File: config.mk
export PLATFORM = sky130hd
export DESIGN_NAME = fourphase_reg_slave
export DESIGN_NICKNAME = d
export VERILOG_FILES = /design/src/rtl/fourphase_reg_pkg.sv /design/src/rtl/hs_sel_sync.sv /design/src/rtl/hs_fsm.sv /design/src/rtl/hs_regfile.sv /design/src/rtl/fourphase_reg_slave.sv
export SDC_FILE = /design/constraint.sdc
export NUM_CORES = 1
export LEC_CHECK = 0
export BUFFER_PORTS_ARGS = -buffer_cell sky130_fd_sc_hd__buf_2
export CORE_MARGIN = 8
export CORE_UTILIZATION = 45
export DETAILED_ROUTE_END_ITERATION = 7
export GPL_TIMING_DRIVEN = 0
export PLACE_DENSITY = 0.78
export SYNTH_ARGS = -nofsm -noshare
export SYNTH_HDL_FRONTEND = slang
export SYNTH_SLANG_ARGS = --single-unit
File: constraint.sdc
create_clock -name clk -period 3.85 [get_ports clk]
set_clock_uncertainty 0.15 [all_clocks]
set_input_delay 0.77 -clock clk [delete_from_list [all_inputs] [get_ports clk]]
set_output_delay 0.77 -clock clk [all_outputs]
set_load 0.005 [all_outputs]
File: src/rtl/fourphase_reg_pkg.sv
package fourphase_reg_pkg;

    typedef enum logic [1:0] {
        HS_IDLE   = 2'd0,
        HS_ACCESS = 2'd1,
        HS_ACK    = 2'd2
    } hs_state_t;

endpackage

File: src/rtl/hs_sel_sync.sv
module hs_sel_sync #(
    parameter int STAGES = 2
) (
    input  logic clk,
    input  logic rst_n,
    input  logic async_i,
    output logic sync_o
);
    logic [STAGES-1:0] chain_q;

    always_ff @(posedge clk or negedge rst_n) begin
        if (!rst_n) chain_q <= '0;
        else        chain_q <= {chain_q[STAGES-2:0], async_i};
    end

    assign sync_o = chain_q[STAGES-1];
endmodule

File: src/rtl/hs_fsm.sv
module hs_fsm
    import fourphase_reg_pkg::*;
(
    input  logic clk,
    input  logic rst_n,
    input  logic sel_s,
    output logic acc_o,
    output logic ack_o
);
    hs_state_t state_q, state_d;

    always_ff @(posedge clk or negedge rst_n) begin
        if (!rst_n) state_q <= HS_IDLE;
        else        state_q <= state_d;
    end

    always_comb begin
        state_d = state_q;
        unique case (state_q)
            HS_IDLE:   state_d = sel_s ? HS_ACCESS : HS_IDLE;
            HS_ACCESS: state_d = HS_ACK;
            HS_ACK:    state_d = sel_s ? HS_ACK : HS_IDLE;
            default:   state_d = HS_IDLE;
        endcase
    end

    always_comb begin
        acc_o = 1'b0;
        ack_o = 1'b0;
        unique case (state_q)
            HS_IDLE:   ;
            HS_ACCESS: acc_o = 1'b1;
            HS_ACK:    ack_o = 1'b1;
            default:   ;
        endcase
    end
endmodule

File: src/rtl/hs_regfile.sv
module hs_regfile #(
    parameter int DATA_W   = 16,
    parameter int ADDR_W   = 4,
    parameter int RO_BASE  = 8,
    parameter int RO_COUNT = 2
) (
    input  logic                       clk,
    input  logic                       rst_n,
    input  logic                       wr_en,
    input  logic [ADDR_W-1:0]          addr,
    input  logic [DATA_W-1:0]          wdata,
    input  logic [RO_COUNT*DATA_W-1:0] status_i,
    output logic [DATA_W-1:0]          rword,
    output logic                       scr_en,
    output logic                       crc32_sel,
    output logic [DATA_W-1:0]          gp_q
);
    localparam logic [ADDR_W-1:0] TXCTL_ADDR = ADDR_W'(0);
    localparam logic [ADDR_W-1:0] GP_ADDR    = ADDR_W'(1);

    logic [1:0] txctl_q;

    always_ff @(posedge clk or negedge rst_n) begin
        if (!rst_n) begin
            txctl_q <= '0;
            gp_q    <= '0;
        end else if (wr_en) begin
            if (addr == TXCTL_ADDR) txctl_q <= wdata[1:0];
            if (addr == GP_ADDR)    gp_q    <= wdata;
        end
    end

    assign scr_en    = txctl_q[0];
    assign crc32_sel = txctl_q[1];

    logic [RO_COUNT-1:0] ro_hit;
    logic [DATA_W-1:0]   ro_word;

    for (genvar g = 0; g < RO_COUNT; g++) begin : g_ro_dec
        assign ro_hit[g] = (addr == ADDR_W'(RO_BASE + g));
    end

    always_comb begin
        ro_word = '0;
        for (int i = 0; i < RO_COUNT; i++) begin
            if (ro_hit[i]) ro_word = status_i[i*DATA_W +: DATA_W];
        end
    end

    always_comb begin
        if (addr == TXCTL_ADDR)   rword = {{(DATA_W-2){1'b0}}, txctl_q};
        else if (addr == GP_ADDR) rword = gp_q;
        else                      rword = ro_word;
    end
endmodule

File: src/rtl/fourphase_reg_slave.sv
module fourphase_reg_slave #(
    parameter int DATA_W      = 16,
    parameter int ADDR_W      = 4,
    parameter int RO_BASE     = 8,
    parameter int RO_COUNT    = 2,
    parameter int SYNC_STAGES = 2
) (
    input  logic                       clk,
    input  logic                       rst_n,
    input  logic                       bus_sel,
    input  logic                       bus_rd,
    input  logic [ADDR_W-1:0]          bus_addr,
    input  logic [DATA_W-1:0]          bus_wdata,
    output logic [DATA_W-1:0]          bus_rdata,
    output logic                       bus_ack,
    input  logic [RO_COUNT*DATA_W-1:0] status_i,
    output logic                       tx_scramble_en,
    output logic                       tx_crc32_sel,
    output logic [DATA_W-1:0]          gp_ctrl
);
    logic              sel_s;
    logic              acc_pulse;
    logic              wr_en;
    logic [DATA_W-1:0] rword;
    logic [DATA_W-1:0] hold_q;

    hs_sel_sync #(.STAGES(SYNC_STAGES)) u_sync (
        .clk(clk), .rst_n(rst_n), .async_i(bus_sel), .sync_o(sel_s)
    );

    hs_fsm u_fsm (
        .clk(clk), .rst_n(rst_n), .sel_s(sel_s),
        .acc_o(acc_pulse), .ack_o(bus_ack)
    );

    assign wr_en = acc_pulse & ~bus_rd;

    hs_regfile #(
        .DATA_W(DATA_W), .ADDR_W(ADDR_W), .RO_BASE(RO_BASE), .RO_COUNT(RO_COUNT)
    ) u_regs (
        .clk(clk), .rst_n(rst_n), .wr_en(wr_en), .addr(bus_addr),
        .wdata(bus_wdata), .status_i(status_i), .rword(rword),
        .scr_en(tx_scramble_en), .crc32_sel(tx_crc32_sel), .gp_q(gp_ctrl)
    );

    always_ff @(posedge clk or negedge rst_n) begin
        if (!rst_n)         hold_q <= '0;
        else if (acc_pulse) hold_q <= bus_rd ? rword : '0;
    end

    assign bus_rdata = bus_ack ? hold_q : '0;
endmodule

==> out/metrics.csv <==
metric,value,unit
outcome,"finished, final reports clean",
Die Ht,80.7,um
layout cells sized above 1,42.8,%
first-pass GRT wire length,8300,um
synthesized area per cell,10.4,um^2
HP Class,register to register,
starting DRC count in detailed routing,80,
register area share after synthesis,50.4,%
Max Freq,371,MHz
maximum VDD drop,248,uV
PwrDens,462,nW/um^2
Buffers & Inverters on Critical Path,2,
Post-DP HPWL,4230,um
DRC Markers,0,
full die area,6520,um^2
Initial Util,46.8,%
ANT cells,0,
Syn Nets,238,
CP Data Required Time,2.93,ns
DR vias,1703,
"leading cell type in the layout, fill and taps excluded",buf_2,
r2r setup slk,1.81,ns
synth unique cells,23,
clk root buf,clkbuf_8,
RR Startpoint,u_fsm.state_q[1]$_DFF_PN0_,
count of state elements after synthesis,38,
Final Critical Period,2.70,ns
"delay-heaviest family, CP",simple AND/OR/NAND/NOR gates,
GPL Wtd Cong,0.950,
Core Area,4030,um^2
crit-path max cell delay,0.44,ns
final setup TNS,0,ns
"commonest cells after routing, fill and taps aside","buf_2, dfrtp_1, nor2_1, nand2_1, and2_1",
fin nets,335,
start point of the critical path,u_fsm.state_q[0]$_DFF_PN0_,
Overall Global Routing Usage,16.4,%
period utilization,70.1,%
setup slack after layout,1.15,ns
Area Growth Syn to Fin,31.6,%
Leak,1.37,nW
Synth warnings,0,
capture point of the worst reg-to-reg path,u_regs.gp_q[12]$_DFFE_PN0P_,
drt via density,5.19,
synthesized instance count,182,
number of max-cap violations,0,
hold violation count in the final report,0,
CTS Buffer Depth,2,
CP Max Fanout,10,
PortBufs,90,
startpoint type of the worst setup path,register,
CTS tree,done,
Crit path depth,4,
number of global-route vias before repair,1755,
htree depth,2,
critical path endpoint,bus_rdata[10],
Post-CTS Setup Bufs,0,
Final Slew Violations,0,
design area,2480,um^2
post-cts sizing count,0,
pre-CTS setup slack,1.06,ns
Area after DPL,2400,um^2
R2R depth,6,
Die X,80.7,um
antenna violations before repair,0,
site row count,23,
largest net degree at the start of global routing,39,
Detailed Routing Iterations Pass 1,4,
clk_lat worst skew,0.28,ns
Final Util,61.6,%
Crit path arrival time,1.78,ns
overflow left after global routing,0,
RSZ-0062 raised after global routing,false,
crit path capture type,output pin,
Antenna Nets Post-Route,0,
CP max-delay cell,nor2b_1,
io pins,91,
slew at the pin closest to its max-slew limit,0.825,ns
Setup Viol. Count Final,0,
DR WL/cell,16.2,um
CTS Sinks,38,
CP cell instances,"nor2b_1, clkbuf_1, and2_1, buf_2",
CTS Buf Count,5,
synthesized cell area,1890,um^2
Slew HR,45.0,%
Worst-path clk slew,0.07,ns
critical path type,register to output pin,
"Hold-fix buffers, CTS",0,
Total Wirelength,5310,um
==> metal layers <==
layer | vias to the layer above | track usage [%] | wire length [um]
met3 | 13 | 3.09 | 316
li1 | 830 | - | -
met4 | 0 | 8.57 | 136
met2 | 55 | 27.8 | 2700
met1 | 805 | 19.4 | 2160
met5 | - | 0 | 0
==> through the flow <==
step	hold WS, ns	cells	power, mW
final	0.202	328	1.15
after floorplan	0.181	182	0.734
after global placement	0.186	322	0.888
after global routing	0.207	328	1.22
after detailed placement	0.190	322	0.899
after CTS	0.206	328	1.16
==> flip-flops by register name (all words and copies together) (netlist names) <==
signal	flops
u_regs.gp_q	16
u_sync.chain_q	2
hold_q	16
u_fsm.state_q	2
u_regs.txctl_q	2
==> power by group <==
part	leakage (nW)	switching (mW)	internal (mW)	total (mW)
registers	0.510	0.0640	0.495	0.559
logic	0.818	0.159	0.168	0.328
clock network	0.0431	0.122	0.138	0.260
total	1.37	0.346	0.801	1.15
==> how the worst min path moves through the flow <==
stage / from / to / slack, ns / cells after the start
finish: u_sync.chain_q[0]$_DFF_PN0_ / u_sync.chain_q[1]$_DFF_PN0_ / 0.20 / 0
global route: u_sync.chain_q[0]$_DFF_PN0_ / u_sync.chain_q[1]$_DFF_PN0_ / 0.21 / 0
CTS: u_sync.chain_q[0]$_DFF_PN0_ / u_sync.chain_q[1]$_DFF_PN0_ / 0.21 / 0
detailed placement: u_sync.chain_q[0]$_DFF_PN0_ / u_sync.chain_q[1]$_DFF_PN0_ / 0.19 / 0
global placement: u_sync.chain_q[0]$_DFF_PN0_ / u_sync.chain_q[1]$_DFF_PN0_ / 0.19 / 0
floorplan: u_sync.chain_q[0]$_DFF_PN0_ / u_sync.chain_q[1]$_DFF_PN0_ / 0.18 / 0
==> kinds of logic (layout without fill, tap and decap cells) <==
logic type / count (synthesis) / count (layout) / share of synthesized area (%)
compound gates: 35 / 35 / 12.8
buf+inv: 13 / 109 / 3.65
flops: 38 / 38 / 50.4
mux: 20 / 20 / 13.9
simple gates: 76 / 76 / 19.2
==> area by class of cell <==
type	count	area [um^2]
plain buffers	13	68.8
fillers	376	1550
multi-input cells	131	866
flip-flops and latches	38	951
clock buffers	6	82.6
well taps	50	62.6
repair buffers	90	450
==> Yosys cell counts <==
cell	count	area, um^2
or3_1	2	12.5
nand2b_1	3	18.8
or4_1	1	7.51
o41ai_1	14	123
nor3b_1	2	15.0
nor2b_1	2	12.5
nand2_1	19	71.3
and2_1	16	100
o2111ai_1	1	8.76
nor3_1	1	5.00
mux2_2	10	113
nor2_1	29	109
or4b_1	1	10.0
a21oi_1	14	70.1
dfrtp_1	38	951
o21ai_0	2	10.0
a22oi_1	2	15.0
mux2_4	10	150
buf_6	1	11.3
clkbuf_1	10	37.5
buf_8	1	15.0
clkbuf_2	1	5.00
o211ai_1	2	15.0
Power figures use the tool's default switching activity.
